===== src/rtl/bb_xlate.sv =====
module bb_xlate #(
  parameter int AW = 32
) (
  input  logic          clk,
  input  logic          rst_n,
  input  logic          cfg_we,
  input  logic          cfg_priv,
  input  logic          cfg_sel,
  input  logic [AW-1:0] cfg_wdata,
  input  logic          req_valid,
  input  logic [AW-1:0] req_vaddr,
  output logic          rsp_valid,
  output logic          rsp_fault,
  output logic [AW-1:0] rsp_paddr
);
  logic [AW-1:0] base_q, limit_q;
  logic [AW:0]   sum;
  logic          over_limit, carry, bad;
  logic          wr_ok;

  assign wr_ok      = cfg_we && cfg_priv;
  assign sum        = {1'b0, req_vaddr} + {1'b0, base_q};
  assign over_limit = !(req_vaddr < limit_q);
  assign carry      = sum[AW];
  assign bad        = over_limit || carry;

  always_ff @(posedge clk) begin
    if (!rst_n) begin
      base_q  <= '0;
      limit_q <= '0;
    end else if (wr_ok) begin
      if (cfg_sel) limit_q <= cfg_wdata;
      else         base_q  <= cfg_wdata;
    end
  end

  always_ff @(posedge clk) begin
    if (!rst_n) begin
      rsp_valid <= 1'b0;
      rsp_fault <= 1'b0;
      rsp_paddr <= '0;
    end else begin
      rsp_valid <= req_valid;
      rsp_fault <= req_valid && bad;
      rsp_paddr <= (req_valid && !bad) ? sum[AW-1:0] : '0;
    end
  end
endmodule



===== config.mk =====
export PLATFORM = sky130hd
export DESIGN_NAME = bb_xlate
export DESIGN_NICKNAME = d
export VERILOG_FILES = /design/src/rtl/bb_xlate.sv
export SDC_FILE = /design/constraint.sdc
export NUM_CORES = 1
export LEC_CHECK = 0
export BUFFER_PORTS_ARGS = -buffer_cell sky130_fd_sc_hd__buf_2
export CAP_MARGIN = 20
export CORE_MARGIN = 1
export CORE_UTILIZATION = 55
export DETAILED_ROUTE_END_ITERATION = 6
export PLACE_DENSITY = 0.83
export REMOVE_ABC_BUFFERS = 1
export SLEW_MARGIN = 20
export SYNTH_ARGS = -nofsm -noshare
export SYNTH_HDL_FRONTEND = slang
export SYNTH_SLANG_ARGS = --single-unit

===== constraint.sdc =====
create_clock -name clk -period 3 [get_ports clk]
set_clock_uncertainty 0.15 [all_clocks]
set_input_delay 0.15 -clock clk [delete_from_list [all_inputs] [get_ports clk]]
set_output_delay 0.15 -clock clk [all_outputs]
set_load 0.02 [all_outputs]

**Word level (Yosys, flattened, before mapping)**

Index checks and enable logic that the tools add are counted.

- Flip-flop bits (word level): 98
- Bits in latches: 0
- RAM bits: 0
- Bits in read-only memories: 0
- Input bits: 70
- Output and inout bits: 34
- Logic and storage cells: 17
- Memories: 0

- Add/subtract/negate cells: 1
- $mul: 0
- Div/mod/pow operators: 0
- Order comparisons: 1
- Eq/ne operators: 0
- Shift operators: 0
- Mux-type cells: 0
- Bitwise gates (word level): 1
- Reductions and logical operators: 9

Operators by type and width:

| operator | number |
|---|---|
| 32-bit by 32-bit adder with 33-bit output | 1 |
| 32-bit < comparator | 1 |
| 2-bit AND reduction | 3 |
| 1-bit logical AND | 3 |
| 1-bit logical NOT | 2 |
| 1-bit logical OR | 1 |
| 1-bit NOT | 1 |

**Longest topological paths before layout**

- Depth after elaboration: 6
- Depth in mapped cells: 11
- Mapped depth without buffers: 10

**Worst setup path before layout**

No wires, ideal clock.

- Kind: register to register
- Start point: register base_q[0]
- End point: register rsp_paddr[30]
- Library setup time: 72 ps
- Arrival time: 2284 ps
- Required time: 2778 ps
- Path slack: 494 ps
- Cell stages (with the launch flop): 11
- Buffers on the path: 0
- Clock period less this slack: 2506 ps
- Cell sequence: dfxtp_1 -> ha_1 -> fa_1 -> a21oi_2 -> o211ai_2 -> a211oi_2 -> o31ai_2 -> a21boi_2 -> o21ai_4 -> a41oi_2 -> mux2i_1

- Longest elaborated chain between the ends: 5

Ends and longest elaborated chain:

| item | RTL line | text |
|---|---|---|
| start: declaration | 16 | `logic [AW-1:0] base_q, limit_q;` |
| start signal: assignment | 33 | `else base_q <= cfg_wdata;` |
| 32-bit by 32-bit adder with 33-bit output (*) | 22 | `assign sum = {1'b0, req_vaddr} + {1'b0, base_q};` |
| 1-bit logical OR | 25 | `assign bad = over_limit \|\| carry;` |
| 1-bit logical NOT | 45 | `rsp_paddr <= (req_valid && !bad) ? sum[AW-1:0] : '0;` |
| 1-bit logical AND | 45 |  |
| 2-bit AND reduction (no line) | -- |  |
| end signal: assignment | 45 |  |
| end: declaration | 14 | `output logic [AW-1:0] rsp_paddr` |

Mark *: on every way between the ends. The rest lies on a longest branch, timed or not.
A chain may end at the register's enable or synchronous reset.

**Worst setup path after layout**

- Start point: register base_q[0]
- End point: register rsp_paddr[24]

Same word-level chain as after synthesis.

==> impl_metrics.tcl <==
set metrics [dict create \
    final_common_cell "nand2_1" \
    path_class "reg -> reg" \
    insertedDiodeCount 0 \
    crit_fanout 5 \
    coreArea_um2 10300 \
    clk_latency_ns 0.37 \
    synthesis.area_um2 5790 \
    post_cts_buffers 0 \
    power_density_nw_per_um2 425 \
    drive_gt1_frac 0.180 \
    synthTopCellsByArea "dfxtp_1 (34%), ha_1 (14%), nand2_1 (10%), a21boi_0 (8.3%), a21oi_1 (4.1%)" \
    worstHoldEndpoint "rsp_paddr[0]" \
    grt_max_degree 65 \
    yosys_most_used_dff "dfxtp_1" \
    finalCriticalPeriod_ns 2.84 \
    synth_cells 714 \
    fmax_mhz 352 \
    nets 972 \
    tightest_slew_ns 0.726 \
    antenna_left 0 \
    ff2ff_path_depth 10 \
    synth_area_leader_cell "dfxtp_1" \
    yosysUniqueCellTypes 54 \
    slew_headroom 0.516 \
    vias_per_cell 5.55 \
    synth_edf_count 0 \
    holdPathStages 3 \
    irDropWorstVdd_mv 0.249 \
    ys_warn_count 0 \
    fin_crit_sh 0.946 \
    min_from "req_vaddr[0]" \
    grt_pass1_vias 5228 \
    required_ns 3.14 \
    gpl.final_weighted_congestion 0.887 \
    cts_buffers 9 \
    synth_seq_area_share 0.339 \
    rows 37 \
    clockBufferDepth 2 \
    grt_overflow 0 \
    wl_per_cell_um 15.5 \
    maxCapViolations 0 \
    numClockSinks 98 \
    vias 5430 \
    rsz0062_at_grt "no" \
    syn_to_final_growth_pct 20.6 \
    grt_use_total 0.285 \
    io-pin-count 104 \
    synthArstFlopShare 0 \
    reg2reg_from "base_q[0]" \
    ys_ff_latch 98 \
    drtIter0Drc 286 \
    h-tree-depth 3 \
    die_w_um 105 \
    grt_pass1_wl_mm 25.0 \
    avgSynthCellArea_um2 8.10 \
    start_kind "flip-flop" \
    cts.reportedPaths.clkPinSlew_ns 0.10 \
    fp.dieArea_um2 10900 \
    io_buffers 103 \
    slew_viol_final 0 \
    drt_wl_total_mm 15.2 \
    hp-class "in -> reg" \
    tns_ns 0 \
    drt_first_pass_iters 5 \
    drc 0 \
    cts_tree "yes" \
    initial_utilization 0.563 \
    nFillCells 860 \
    worstPathArrival_ns 2.98 \
    finalHoldViolCount 0 \
    whs_ns 0.0233 \
    layout_common_cells "nand2_1 (154), buf_2 (103), dfxtp_1 (98)" \
    leakagePower_nw 3.04 \
    endpoint_kind "flip-flop" \
    outcome "finished, final reports clean" \
    r2r_slack_ns 0.16 \
    antenna_found_initial 0 \
    die_height_um 105 \
    root_buffer "clkbuf_8" \
    setup_viol 0 \
    worstReg2RegEnd "rsp_paddr[24]" \
    hpwl_mm 10.8 \
    synth_top_area_share 0.339 \
]
-- cell families (layout without fill, tap and decap cells) --
logic type,after synthesis,after routing,share of synthesized area
xor+xnor,20,20,0.0303
fa+ha+maj,64,64,0.140
mux,6,6,0.0104
compound gates,191,191,0.232
buf+inv,81,210,0.0575
simple gates,254,254,0.191
flops,98,98,0.339
-- how the worst max path moves through the flow --
stage                          from       endpoint  slack (ns)  cells past startpoint
after floorplan           base_q[0]  rsp_paddr[17]        0.40                     10
after global placement    base_q[0]   rsp_paddr[2]        0.25                     11
after detailed placement  base_q[0]   rsp_paddr[3]        0.11                     11
after CTS                 base_q[0]   rsp_paddr[3]        0.08                     11
after global routing      base_q[0]  rsp_paddr[24]       0.004                     10
final                     base_q[0]  rsp_paddr[24]        0.16                     10
-- through the flow --
step                      total power, mW  std cells  instance area (um^2)  worst slack (ns)  utilization
after floorplan                      1.72        683                  5640             0.396            -
after global placement               1.89        930                  6390             0.250        0.622
after detailed placement             1.91        930                  6390             0.110        0.622
after CTS                            2.96        979                  6960            0.0768        0.678
after global routing                 3.08        979                  6980           0.00357        0.679
final                                2.96        979                  6980             0.161        0.679
-- report_power, final --
group          leakage (nW)  switching, mW  internal, mW  total [mW]
clock network         0.121          0.458         0.579        1.04
registers             0.796         0.0213          1.34        1.37
logic                  2.12          0.323         0.237       0.560
-- cell type report --
type / count / area, um^2 / share of cell area
inverter: 50 / 188 / 0.0269
timing repair buffer: 144 / 906 / 0.130
sequential: 98 / 1960 / 0.281
clock inverter: 4 / 98.8 / 0.0142
clock buffer: 12 / 145 / 0.0208
tap: 136 / 170 / 0.0244
multi-input combinational: 535 / 3510 / 0.503
-- flip-flops by register name, indices dropped and copies added, names as in the netlist --
signal / flops
limit_q: 32
rsp_paddr: 32
base_q: 32
rsp_valid: 1
rsp_fault: 1
-- worst max-delay path, stage by stage (launching register included) --
cell	delay [ns]
dfxtp_1	0.33
ha_1	0.21
fa_1	0.42
a21oi_2	0.21
o211ai_2	0.17
a211oi_4	0.32
o31ai_2	0.14
a21boi_2	0.25
o21ai_4	0.11
a31oi_1	0.22
mux2i_1	0.22
-- Yosys cell counts (all sizes together), types with 4 or more instances --
library cell,instances
a211oi,6
a21boi,66
a21o,20
a21oi,50
a31oi,4
and3,5
buf,8
clkbuf,23
dfxtp,98
ha,63
inv,50
mux2i,6
nand2,156
nand3,21
nand4,11
nor2,41
nor4,4
o21ai,24
xnor2,10
xor2,10
-- routing by layer --
metal  vias up  track usage  wire, um
met3        24       0.0312       752
met1      2543        0.373      6890
li1       2683            -         -
met2       180        0.482      7230
met5         -            0         0
met4         0        0.109       301
-- repair_timing --
item	in CTS	in global routing
hold buffers	33	0
gates resized for setup	0	2
endpoints found under the setup margin	0	8
endpoints found under the hold margin	65	0
No activity file was read; power rests on OpenSTA's default activity.
